[src/rtl/ncq_pkg.sv]
package ncq_pkg;

    localparam logic [7:0] OPC_Q_READ  = 8'h60;
    localparam logic [7:0] OPC_Q_WRITE = 8'h61;

    localparam logic [7:0] ST_READY    = 8'h40;
    localparam logic [7:0] ST_SEEK     = 8'h10;
    localparam logic [7:0] ST_ERROR    = 8'h01;
    localparam logic [7:0] ST_MASK     = 8'h77;
    localparam logic [7:0] ERR_ABORT   = 8'h04;

    localparam int RAW_TAG_W = 5;
    localparam int REC_W     = 64;

    // Set-device-bits record, byte 0 in the least significant position
    typedef struct packed {
        logic [31:0] fin_mask;
        logic [7:0]  pad_hi;
        logic [7:0]  stat;
        logic [7:0]  pad_lo;
        logic [7:0]  err;
    } sdb_rec_t;

    typedef struct packed {
        logic [7:0] err;
        logic [7:0] stat;
    } port_regs_t;

    function automatic logic is_queued_opc(input logic [7:0] opc);
        return (opc == OPC_Q_READ) || (opc == OPC_Q_WRITE);
    endfunction

    function automatic logic [RAW_TAG_W-1:0] tag_of(input logic [7:0] tb);
        return tb[7:3];
    endfunction

endpackage

[src/rtl/ncq_issue_gate.sv]
module ncq_issue_gate
    import ncq_pkg::*;
#(
    parameter int NTAGS = 32,
    parameter int TAG_W = $clog2(NTAGS)
) (
    input  logic             iss_valid_i,
    input  logic [7:0]       iss_opcode_i,
    input  logic [7:0]       iss_tagbyte_i,
    input  logic [NTAGS-1:0] inuse_i,
    output logic             accept_o,
    output logic             reject_o,
    output logic [TAG_W-1:0] tag_o
);

    logic [RAW_TAG_W-1:0] raw_tag;
    logic                 queued;
    logic                 in_range;
    logic                 busy;

    always_comb begin
        raw_tag  = tag_of(iss_tagbyte_i);
        queued   = is_queued_opc(iss_opcode_i);
        in_range = int'(raw_tag) < NTAGS;
        tag_o    = raw_tag[TAG_W-1:0];
        busy     = 1'b0;
        if (in_range) begin
            busy = inuse_i[tag_o];
        end
        accept_o = iss_valid_i && queued && in_range && !busy;
        reject_o = iss_valid_i && queued && (!in_range || busy);
    end

endmodule

[src/rtl/ncq_tag_state.sv]
module ncq_tag_state
    import ncq_pkg::*;
#(
    parameter int NTAGS = 32,
    parameter int TAG_W = $clog2(NTAGS)
) (
    input  logic             clk,
    input  logic             rst,
    input  logic             port_rst_i,
    input  logic             fis_rx_en_i,
    input  logic             acc_i,
    input  logic             rej_i,
    input  logic [TAG_W-1:0] acc_tag_i,
    input  logic             cpl_valid_i,
    input  logic [TAG_W-1:0] cpl_tag_i,
    input  logic             cpl_fail_i,
    input  logic             act_rd_i,
    output logic [NTAGS-1:0] inuse_o,
    output logic [NTAGS-1:0] active_o,
    output logic [NTAGS-1:0] serr_o,
    output logic [NTAGS-1:0] fin_o,
    output logic             reject_o,
    output logic             sdb_evt_o,
    output port_regs_t       regs_nx_o,
    output logic [NTAGS-1:0] fin_nx_o
);

    logic [NTAGS-1:0] inuse_q, active_q, serr_q, fin_q;
    logic [NTAGS-1:0] inuse_d, active_d, serr_d, fin_d;
    port_regs_t       regs_q, regs_d;
    logic             reject_q;
    logic             cpl_hit;
    logic             clear_all;

    assign clear_all = rst || port_rst_i;

    always_comb begin
        cpl_hit = 1'b0;
        if (cpl_valid_i && (int'(cpl_tag_i) < NTAGS)) begin
            cpl_hit = inuse_q[cpl_tag_i];
        end
    end

    always_comb begin
        regs_d = regs_q;
        if (cpl_hit) begin
            if (cpl_fail_i) begin
                regs_d.err  = ERR_ABORT;
                regs_d.stat = ST_READY | ST_ERROR;
            end else begin
                regs_d.stat = ST_READY | ST_SEEK;
            end
        end
    end

    for (genvar i = 0; i < NTAGS; i++) begin : g_tag
        logic set_i, done_i, retire_i;
        assign set_i    = acc_i && (acc_tag_i == TAG_W'(i));
        assign done_i   = cpl_hit && (cpl_tag_i == TAG_W'(i));
        assign retire_i = act_rd_i && fin_q[i];

        assign inuse_d[i]  = set_i | (inuse_q[i] & ~done_i);
        assign active_d[i] = set_i | (active_q[i] & ~done_i & ~retire_i);
        assign serr_d[i]   = serr_q[i] | (done_i & cpl_fail_i);
        assign fin_d[i]    = (fin_q[i] & ~act_rd_i) | (done_i & fis_rx_en_i);
    end

    always_ff @(posedge clk) begin
        if (clear_all) begin
            inuse_q  <= '0;
            active_q <= '0;
            serr_q   <= '0;
            fin_q    <= '0;
            regs_q   <= '0;
            reject_q <= 1'b0;
        end else begin
            inuse_q  <= inuse_d;
            active_q <= active_d;
            serr_q   <= serr_d;
            fin_q    <= fin_d;
            regs_q   <= regs_d;
            reject_q <= rej_i;
        end
    end

    assign inuse_o   = inuse_q;
    assign active_o  = active_q;
    assign serr_o    = serr_q;
    assign fin_o     = fin_q;
    assign reject_o  = reject_q;
    assign sdb_evt_o = cpl_hit && fis_rx_en_i && !port_rst_i;
    assign regs_nx_o = regs_d;
    assign fin_nx_o  = fin_d;

endmodule

[src/rtl/ncq_sdb_fmt.sv]
module ncq_sdb_fmt
    import ncq_pkg::*;
#(
    parameter int NTAGS = 32
) (
    input  logic             clk,
    input  logic             rst,
    input  logic             port_rst_i,
    input  logic             evt_i,
    input  port_regs_t       regs_i,
    input  logic [NTAGS-1:0] fin_i,
    output logic             irq_o,
    output logic [REC_W-1:0] rec_o
);

    sdb_rec_t rec_q, rec_d;
    logic     irq_q;

    always_comb begin
        rec_d          = '0;
        rec_d.err      = regs_i.err;
        rec_d.stat     = regs_i.stat & ST_MASK;
        rec_d.fin_mask = 32'(fin_i);
    end

    always_ff @(posedge clk) begin
        if (rst || port_rst_i) begin
            rec_q <= '0;
            irq_q <= 1'b0;
        end else begin
            irq_q <= evt_i;
            if (evt_i) begin
                rec_q <= rec_d;
            end
        end
    end

    assign irq_o = irq_q;
    assign rec_o = rec_q;

endmodule

[src/rtl/ncq_tag_tracker.sv]
module ncq_tag_tracker
    import ncq_pkg::*;
#(
    parameter int NTAGS = 32,
    parameter int TAG_W = $clog2(NTAGS)
) (
    input  logic             clk,
    input  logic             rst,
    input  logic             port_rst_i,
    input  logic             fis_rx_en_i,
    input  logic             iss_valid_i,
    input  logic [7:0]       iss_opcode_i,
    input  logic [7:0]       iss_tagbyte_i,
    input  logic             cpl_valid_i,
    input  logic [TAG_W-1:0] cpl_tag_i,
    input  logic             cpl_fail_i,
    input  logic             act_rd_i,
    output logic [NTAGS-1:0] act_rdata_o,
    output logic [NTAGS-1:0] inuse_o,
    output logic [NTAGS-1:0] serr_o,
    output logic [NTAGS-1:0] finished_o,
    output logic             iss_reject_o,
    output logic             sdb_irq_o,
    output logic [63:0]      sdb_rec_o
);

    logic             acc, rej;
    logic [TAG_W-1:0] acc_tag;
    logic [NTAGS-1:0] active, fin_nx;
    logic             sdb_evt;
    port_regs_t       regs_nx;

    ncq_issue_gate #(.NTAGS(NTAGS), .TAG_W(TAG_W)) u_gate (
        .iss_valid_i   (iss_valid_i && !port_rst_i),
        .iss_opcode_i  (iss_opcode_i),
        .iss_tagbyte_i (iss_tagbyte_i),
        .inuse_i       (inuse_o),
        .accept_o      (acc),
        .reject_o      (rej),
        .tag_o         (acc_tag)
    );

    ncq_tag_state #(.NTAGS(NTAGS), .TAG_W(TAG_W)) u_state (
        .clk         (clk),
        .rst         (rst),
        .port_rst_i  (port_rst_i),
        .fis_rx_en_i (fis_rx_en_i),
        .acc_i       (acc),
        .rej_i       (rej),
        .acc_tag_i   (acc_tag),
        .cpl_valid_i (cpl_valid_i),
        .cpl_tag_i   (cpl_tag_i),
        .cpl_fail_i  (cpl_fail_i),
        .act_rd_i    (act_rd_i),
        .inuse_o     (inuse_o),
        .active_o    (active),
        .serr_o      (serr_o),
        .fin_o       (finished_o),
        .reject_o    (iss_reject_o),
        .sdb_evt_o   (sdb_evt),
        .regs_nx_o   (regs_nx),
        .fin_nx_o    (fin_nx)
    );

    ncq_sdb_fmt #(.NTAGS(NTAGS)) u_fmt (
        .clk        (clk),
        .rst        (rst),
        .port_rst_i (port_rst_i),
        .evt_i      (sdb_evt),
        .regs_i     (regs_nx),
        .fin_i      (fin_nx),
        .irq_o      (sdb_irq_o),
        .rec_o      (sdb_rec_o)
    );

    assign act_rdata_o = active & ~finished_o;

endmodule

[config.mk]
export PLATFORM = sky130hd
export DESIGN_NAME = ncq_tag_tracker
export DESIGN_NICKNAME = d
export VERILOG_FILES = /design/src/rtl/ncq_pkg.sv /design/src/rtl/ncq_issue_gate.sv /design/src/rtl/ncq_tag_state.sv /design/src/rtl/ncq_sdb_fmt.sv /design/src/rtl/ncq_tag_tracker.sv
export SDC_FILE = /design/constraint.sdc
export NUM_CORES = 1
export LEC_CHECK = 0
export ABC_AREA = 1
export CAP_MARGIN = 25
export CORE_ASPECT_RATIO = 0.9
export CORE_MARGIN = 4
export CORE_UTILIZATION = 45
export CTS_CLUSTER_DIAMETER = 30
export DETAILED_ROUTE_END_ITERATION = 10
export PLACE_DENSITY = 0.79
export SYNTH_ARGS = -nofsm -noshare
export SYNTH_HDL_FRONTEND = slang
export SYNTH_HIERARCHICAL = 1
export SYNTH_SLANG_ARGS = --single-unit
[constraint.sdc]
create_clock -name clk -period 1.7 [get_ports clk]
set_input_delay 0.17 -clock clk [delete_from_list [all_inputs] [get_ports clk]]
set_output_delay 0.17 -clock clk [all_outputs]
set_load 0.01 [all_outputs]
==> results.json, run 1 <==
{
  "status": "finished with violations",
  "violations": "negative setup slack",
  "cts_buffer_depth": 2,
  "drive_gt1_share_pct": 29.8,
  "total_power_mw": 9.68,
  "tightest_slew_ns": 0.647,
  "clock_skew_ns": 0.0119,
  "regToRegStartpoint": "u_state/inuse_o[21]",
  "port-buffer-count": 200,
  "relSlewSlack_pct": 56.7,
  "antenna_found_initial": 0,
  "hold_buffers": 0,
  "register_area_um2": 3850,
  "hold_path.class": "input pin to flop",
  "avgSynthCellArea_um2": 6.73,
  "gp_congestion": 0.967,
  "grt_pass1_vias": 9536,
  "multiInputGateArea_um2": 4920,
  "io_pins": 223,
  "first_pass_iters": 8,
  "drc_errors": 0,
  "h-tree-depth": 4,
  "r2r_slack_ns": -0.30,
  "grt_use_total_pct": 29.3,
  "powerDensity_nw_per_um2": 676,
  "cts_root_buf": "clkbuf_16",
  "utilization_pct": 73.8,
  "worstPathArrival_ns": 2.36,
  "crit_type": "input pin to flop",
  "antenna_left": 0,
  "critPathMaxStageDelay_ns": 0.48,
  "clock-sinks": 190,
  "fp.coreArea_um2": 19400,
  "synth.yosys.warnings": 6,
  "layout_setup_ws_ns": -0.345,
  "dp_hpwl_um": 23900,
  "clkTransAtPathRegs_ns": 0.08,
  "nFillCells": 1405,
  "numCtsBuffers": 17,
  "num_rows": 48,
  "dieArea_um2": 22400,
  "vias_per_cell": 5.33,
  "required_ns": 2.02,
  "syn_inst": 1339,
  "via_count": 10300,
  "fin_crit_sh_pct": 120,
  "area_delta_synth_final_pct": 58.9,
  "grt_max_degree": 46,
  "max-vdd-ir-drop_mv": 0.728,
  "netlist_area_um2": 9010,
  "min_path_cells": 2,
  "min_period_ns": 2.04,
  "p_leak_nw": 5.80,
  "fin_area_um2": 14300,
  "cp_slowest_cell": "clkdlybuf4s50_1",
  "final-setup-viol-count": 148,
  "r2r-end": "u_fmt/rec_o[22]",
  "antennaDiodeCount": 0,
  "max_freq_ghz": 0.489,
  "start_util_pct": 46.4,
  "r2r_cells": 17,
  "path_cells": "clkdlybuf4s50_1 -> nor2_1 -> nand2_1 -> nand3_2 -> nor2_4 -> nor2_8 -> nand2_4 -> inv_2 -> nand2_2 -> nor2_4 -> buf_8 -> buf_12 -> nand2_1 -> nand2_1 -> nor2_1",
  "hold_viol": 0,
  "wl_per_cell_um": 18.6,
  "die_height_um": 142,
  "die_x_um": 157,
  "wirelength_um": 35900,
  "final_nets": 1701,
  "overflow": 0,
  "cts_tree": "built",
  "placed_cell_area_um2": 12200,
  "cap_violations": 0,
  "cp_max_fo": 7,
  "end_kind": "flop",
  "rsz0062_at_grt": "true",
  "grt_pass1_wl_um": 51200,
  "holdPathEnd": "u_fmt/irq_o",
  "fin_setup_tns_ns": -22.98,
  "drt_iter0_drc": 1223,
  "startpoint_type": "input pin",
  "timing.hold.worst.start": "rst",
  "cpMostUsedCell": "nand2_1",
  "finalMaxSlewViolations": 0,
  "clock_latency_ns": 0.44
}
metrics by stage:
stage,setup slack (ns),std cells,hold WS [ns]
6_report,-0.345,1935,0.421
2_1_floorplan,-0.0110,1356,0.239
5_1_grt,-0.365,1935,0.437
4_1_cts,-0.150,1927,0.396
3_3_place_gp,-0.711,1867,0.430
3_5_place_dp,-0.805,1867,0.434
what timing repair did:
action | in CTS | in global routing
setup endpoints to repair | 193 | 200
cloned | 10 | 4
buffers inserted | 18 | 5
gates resized for setup | 133 | 164
pin swaps | 48 | 80
layer usage:
layer / track usage, % / vias to the layer above / wire length [um]
li1: - / 4818 / -
met1: 39.2 / 4861 / 14400
met2: 48.3 / 566 / 17100
met3: 5.32 / 75 / 3330
met4: 9.55 / 0 / 1010
met5: 0 / - / 0
report_power, final:
part / switching, mW / leakage [nW] / internal, mW
Sequential: 0.0103 / 1.55 / 4.45
Clock: 1.93 / 0.301 / 2.37
Combinational: 0.555 / 3.95 / 0.361
Total: 2.49 / 5.80 / 7.19
critical path, delay by kind of cell:
family / cells / cell delay (ns)
AND/OR/NAND/NOR: 11 / 1.33
buffers and inverters: 4 / 0.86
worst max path at each step:
stage	from	end	depth (start not counted)
floorplan	u_state/inuse_o[19]	u_fmt/rec_o[38]	17
global route	u_state/inuse_o[24]	u_state/inuse_o[5]	15
detailed placement	cpl_tag_i[0]	u_fmt/rec_o[17]	19
global placement	cpl_tag_i[0]	u_fmt/rec_o[36]	19
finish	cpl_tag_i[3]	u_fmt/rec_o[22]	15
CTS	u_state/inuse_o[24]	u_fmt/rec_o[35]	18
layout make-up:
type	count	area share, %
flip-flops and latches	190	26.9
clock buffers	17	2.97
inverters	151	4.06
multi-input cells	921	34.4
well taps	250	2.19
repair buffers	391	28.1
clock inverters	15	1.41
state kept, by name, indices dropped and copies added, names as in the netlist:
| register | cells |
|---|---|
| u_state/active_o | 32 |
| u_fmt/irq_o | 1 |
| u_state/serr_o | 32 |
| u_state/regs_q | 14 |
| u_state/reject_o | 1 |
| u_state/fin_o | 32 |
| u_state/inuse_o | 32 |
| u_fmt/rec_o | 46 |
placed cells by master, fill, tap and decap left out, types with 32 or more instances in the layout:
master	instances
a21oi_1	71
a21oi_2	61
buf_4	141
clkdlybuf4s50_1	186
dfxtp_1	158
inv_1	141
nand2_1	335
nand2_2	48
nand3_1	80
nand4_1	32
nor2_1	120
nor2_2	58
Note: power is estimated with default switching activity, not from simulation.
==> run 2: changes to the inputs <==
--- a/config.mk
+++ b/config.mk
@@ -6,13 +6,13 @@
 export NUM_CORES = 1
 export LEC_CHECK = 0
 export ABC_AREA = 1
-export CAP_MARGIN = 25
 export CORE_ASPECT_RATIO = 0.9
 export CORE_MARGIN = 4
 export CORE_UTILIZATION = 45
 export CTS_CLUSTER_DIAMETER = 30
 export DETAILED_ROUTE_END_ITERATION = 10
 export PLACE_DENSITY = 0.79
+export SKIP_LAST_GASP = 1
 export SYNTH_ARGS = -nofsm -noshare
 export SYNTH_HDL_FRONTEND = slang
 export SYNTH_HIERARCHICAL = 1
==> run 2 against run 1 <==
Compared with the run above:
- the flow still finishes with violations (negative setup slack)
- final cell count grew 0.47%
- via count rose by 1.6%
- combinational power rose by 5.5%
- critical path depth did not move
- register-to-register slack about the same
- die area is the same
- critical path type unchanged
- count of clock-buffer cells in the layout did not move
- clock power barely moved
- critical endpoint is now u_fmt/rec_o[2]
- global-route usage rose by 0.077 points
==> results.json, run 2 (synthesis gave the netlist of run 1 again) <==
{
  "startpoint_type": "input pin",
  "clock_skew_ns": 0.0165,
  "final-setup-viol-count": 159,
  "numCtsBuffers": 17,
  "powerDensity_nw_per_um2": 670,
  "busiest_layer": "met2",
  "drc_errors": 0,
  "status": "finished with violations",
  "start_util_pct": 46.4,
  "fin_crit_sh_pct": 118,
  "cp_slowest_cell": "clkdlybuf4s50_1",
  "tightest_slew_ns": 0.633,
  "hold_path.class": "flop to flop",
  "die_height_um": 142,
  "fp.coreArea_um2": 19400,
  "finalMaxSlewViolations": 0,
  "rsz0062_at_grt": "true",
  "violations": "negative setup slack",
  "worstPathArrival_ns": 2.39,
  "wl_per_cell_um": 18.7,
  "overflow": 0,
  "final_cell_mix": "336 x nand2_1, 196 x clkdlybuf4s50_1, 165 x dfxtp_1",
  "die_x_um": 157,
  "grt_pass1_wl_um": 51400,
  "critPathMaxStageDelay_ns": 0.48,
  "wirelength_um": 36300,
  "max-vdd-ir-drop_mv": 0.734,
  "total_power_mw": 9.72,
  "min_period_ns": 2.01,
  "clock-sinks": 190,
  "crit_type": "input pin to flop",
  "grt_max_degree": 46,
  "required_ns": 2.07,
  "drt_iter0_drc": 1239,
  "drive_gt1_share_pct": 29.8,
  "antenna_found_initial": 0,
  "final_common_cell": "nand2_1",
  "cts_tree": "built",
  "hold_buffers": 0,
  "grtUsageMet3_pct": 5.66,
  "cp_max_fo": 7,
  "vias_per_cell": 5.39,
  "clock_latency_ns": 0.45,
  "dp_hpwl_um": 23900,
  "gr-usage-met2_pct": 48.5,
  "layout_setup_ws_ns": -0.314,
  "path_cells": "clkdlybuf4s50_1 -> nor2_1 -> nand2_1 -> nand3_2 -> nor2_4 -> nor2_8 -> buf_4 -> buf_12 -> nand3_4 -> buf_4 -> nand2_1 -> inv_1 -> nand2_1 -> nand2_1 -> nor2_1",
  "io_pins": 223,
  "grt_use_total_pct": 29.4,
  "dieArea_um2": 22400,
  "clkTransAtPathRegs_ns": 0.07,
  "hold_slack_ns": 0.447,
  "cap_violations": 0,
  "h-tree-depth": 4,
  "max_freq_ghz": 0.497,
  "antennaDiodeCount": 0,
  "via_count": 10500,
  "cts_root_buf": "clkbuf_16",
  "p_leak_nw": 5.82,
  "grtUsageMet1_pct": 39.0,
  "gp_congestion": 0.967,
  "cpMostUsedCell": "nand2_1",
  "hold_viol": 0,
  "cts_buffer_depth": 2,
  "utilization_pct": 74.8,
  "end_kind": "flop",
  "final_nets": 1710,
  "first_pass_iters": 6,
  "largest_register_ffs": 46,
  "num_rows": 48,
  "grt_pass1_vias": 9595,
  "port-buffer-count": 200,
  "area_delta_synth_final_pct": 61.2,
  "antenna_left": 0,
  "relSlewSlack_pct": 57.7
}
run 2: cell count changes in the layout (fill, tap and decap cells not counted), moves of 7 or more:
cell,delta
clkdlybuf4s50_1,+10
nand2_2,-9
dfxtp_2,-7
dfxtp_1,+7
dlygate4sd2_1,-7
nor2_1,+11
run 2: where the power goes:
part | internal, mW | switching, mW | leakage (nW)
registers | 4.46 | 0.00968 | 1.54
logic | 0.394 | 0.572 | 3.98
clock network | 2.37 | 1.93 | 0.301
total | 7.22 | 2.51 | 5.82
run 2: metrics by stage:
step	instance area, um^2	instances	setup slack [ns]	TNS (ns)
5_1_grt	14500	1944	-0.394	-38.64
3_5_place_dp	12200	1867	-0.805	-112.41
2_1_floorplan	9150	1356	-0.0110	-0.206
4_1_cts	13600	1927	-0.150	-10.00
6_report	14500	1944	-0.314	-26.36
3_3_place_gp	12200	1867	-0.711	-101.27
run 2: worst paths after layout:
kind,start,endpoint,slack (ns),depth (start not counted)
setup / recovery,cpl_tag_i[3],u_fmt/rec_o[2],-0.31,15
setup reg to reg,u_state/inuse_o[26],u_state/active_o[6],-0.29,15
hold reg to reg,u_state/regs_q[5],u_state/regs_q[5],0.45,2
hold / removal,u_state/regs_q[5],u_state/regs_q[5],0.45,2
run 2: what timing repair did:
action / in CTS / in global routing
buffers inserted: 18 / 10
gates resized for setup: 104 / 189
pin swaps: 28 / 80
endpoints found under the hold margin: 0 / 0
cloned: 10 / 8
endpoints found under the setup margin: 193 / 211
run 2: per-layer routing:
| metal | vias up | part of all wire (%) | wire length (um) |
|---|---|---|---|
| met4 | 0 | 2.7 | 986 |
| met3 | 83 | 10 | 3780 |
| met1 | 4907 | 39 | 14200 |
| met5 | - | 0 | 0 |
| met2 | 648 | 48 | 17400 |
| li1 | 4847 | - | - |
run 2: final cells by class:
class / instances / area, um^2
Clock buffer: 17 / 425
Clock inverter: 15 / 201
Fill cell: 1356 / 4880
Inverter: 151 / 583
Multi-Input combinational cell: 921 / 4980
Sequential cell: 190 / 3840
Tap cell: 250 / 313
Timing Repair Buffer: 400 / 4180
run 2: worst max-delay path, delay by kind of cell:
family | cells | cell delay, ns
buf+inv | 5 | 1.00
simple gates | 10 | 1.21
==> run 3: changes to the inputs <==
--- a/config.mk
+++ b/config.mk
@@ -11,7 +11,7 @@
 export CORE_UTILIZATION = 45
 export CTS_CLUSTER_DIAMETER = 30
 export DETAILED_ROUTE_END_ITERATION = 10
-export PLACE_DENSITY = 0.79
+export PLACE_DENSITY = 0.76
 export SKIP_LAST_GASP = 1
 export SYNTH_ARGS = -nofsm -noshare
 export SYNTH_HDL_FRONTEND = slang
==> constraint.sdc (replaced) <==
create_clock -name clk -period 2.35 [get_ports clk]
set_input_delay 0.235 -clock clk [delete_from_list [all_inputs] [get_ports clk]]
set_output_delay 0.235 -clock clk [all_outputs]
set_load 0.01 [all_outputs]
==> run 3 against run 2 <==
Compared with the run above:
- the flow now finishes without violations
- final cell count is 6.1% lower
- combinational power is 48% lower
- worst hold slack worse by 0.0028 ns
- critical endpoint is now u_state/active_o[18]
==> results.json, run 3 (synthesis gave the netlist of run 1 again) <==
{
  "fp.coreArea_um2": 19400,
  "hold_path.class": "flop to flop",
  "largest_register_ffs": 46,
  "antenna_found_initial": 0,
  "drive_gt1_share_pct": 11.0,
  "clkTransAtPathRegs_ns": 0.07,
  "cap_violations": 0,
  "critPathMaxStageDelay_ns": 0.46,
  "clock_skew_ns": 0.0179,
  "port-buffer-count": 200,
  "grt_pass1_vias": 8394,
  "overflow": 0,
  "fin_crit_sh_pct": 93.2,
  "max-vdd-ir-drop_mv": 0.511,
  "min_period_ns": 2.19,
  "dp_hpwl_um": 22700,
  "final_nets": 1591,
  "io_pins": 223,
  "startpoint_type": "input pin",
  "fin_area_um2": 12100,
  "path_buf_inv": 6,
  "hold_viol": 0,
  "cts_root_buf": "clkbuf_16",
  "path_delay_family": "buffers and inverters",
  "cp_slowest_cell": "clkdlybuf4s50_1",
  "cts_buffer_depth": 2,
  "clock_latency_ns": 0.44,
  "via_count": 9249,
  "clock-sinks": 190,
  "grt_use_total_pct": 26.0,
  "wl_per_cell_um": 16.3,
  "cpMostUsedCell": "nand2_1",
  "num_rows": 48,
  "finalMaxSlewViolations": 0,
  "die_height_um": 142,
  "drt_iter0_drc": 764,
  "area_delta_synth_final_pct": 34.7,
  "start_util_pct": 46.4,
  "final_cell_mix": "412 x nand2_1, 200 x clkdlybuf4s50_1, 190 x dfxtp_1",
  "path_cells": "clkdlybuf4s50_1 -> buf_12 -> nand2_1 -> clkinvlp_4 -> nand2_1 -> nand3_1 -> nand2_1 -> nand2_1 -> nor2_2 -> nor2_8 -> buf_4 -> buf_4 -> buf_4 -> nand2_1 -> nand3_1 -> a21oi_1",
  "end_kind": "flop",
  "hold_buffers": 0,
  "cts_setup_buffers": 0,
  "cp_max_fo": 14,
  "post-place-ws_ns": -0.280,
  "wirelength_um": 29700,
  "final-setup-viol-count": 0,
  "crit_type": "input pin to flop",
  "antennaDiodeCount": 0,
  "status": "completed",
  "final_common_cell": "nand2_1",
  "numCtsBuffers": 17,
  "worstPathArrival_ns": 2.54,
  "max_freq_ghz": 0.456,
  "vias_per_cell": 5.07,
  "gp_congestion": 0.928,
  "hold_slack_ns": 0.444,
  "cts_tree": "built",
  "antenna_left": 0,
  "layout_setup_ws_ns": 0.159,
  "placed_cell_area_um2": 11600,
  "nFillCells": 1791,
  "h-tree-depth": 4,
  "grt_pass1_wl_um": 45300,
  "drc_errors": 0,
  "first_pass_iters": 5,
  "powerDensity_nw_per_um2": 541,
  "grt_max_degree": 60,
  "p_leak_nw": 4.49,
  "die_x_um": 157,
  "rsz0062_at_grt": "false",
  "dieArea_um2": 22400,
  "required_ns": 2.70,
  "utilization_pct": 62.5,
  "total_power_mw": 6.56
}
==> run 3: cell types whose count changed in the layout (fill, tap and decap cells not counted), sizes merged <==
| cell | before | now |
|---|---|---|
| buf | 190 | 81 |
| bufbuf | 1 | 0 |
| bufinv | 3 | 1 |
| clkbuf | 26 | 19 |
| clkdlybuf4s50 | 196 | 200 |
| clkinv | 5 | 3 |
| clkinvlp | 2 | 4 |
| dlygate4sd2 | 3 | 0 |
| dlymetal6s2s | 1 | 0 |
==> run 3: where the power goes <==
group	total [mW]	internal [mW]	switching (mW)
combinational	0.505	0.179	0.326
clock	2.83	1.52	1.31
sequential	3.23	3.23	0.00517
total	6.56	4.92	1.64
==> run 3: layout make-up <==
cell class	count	area [um^2]	area share, %
Multi-Input combinational cell	921	4110	33.9
Sequential cell	190	3800	31.4
Timing Repair Buffer	281	2760	22.8
Inverter	151	573	4.72
Clock buffer	19	443	3.65
Tap cell	250	313	2.58
Clock inverter	13	129	1.06
==> run 3: timing repair <==
action / in CTS / in global routing
hold endpoints to repair: 0 / 0
setup endpoints to repair: 0 / 3
gates resized for setup: 0 / 1
==> run 3: metal layers <==
layer  global-route usage [%]  wire length, um  up-vias
met4                     6.34              517        0
met5                        0                0        -
met2                     43.5            14100      403
li1                         -                -     4580
met3                     5.56             2530       33
met1                     34.5            12500     4233
==> run 3: worst min-delay path: stages (launching register included) <==
cell and delay [ns]:
dfxtp_1 0.30, inv_1 0.06, nor3_1 0.05
==> run 3: final timing paths <==
check	end	depth (start not counted)	startpoint	slack, ns
max	u_state/active_o[18]	16	cpl_tag_i[0]	0.16
min	u_state/regs_q[2]	2	u_state/regs_q[2]	0.44
min reg2reg	u_state/regs_q[2]	2	u_state/regs_q[2]	0.44
max reg2reg	u_fmt/rec_o[22]	16	u_state/inuse_o[29]	0.35
==> run 3: through the flow <==
stage,setup TNS (ns),instances
6_report,0,1825
5_1_grt,0,1825
4_1_cts,0,1825
3_5_place_dp,-20.11,1793
3_3_place_gp,-18.05,1793
2_1_floorplan,0,1356
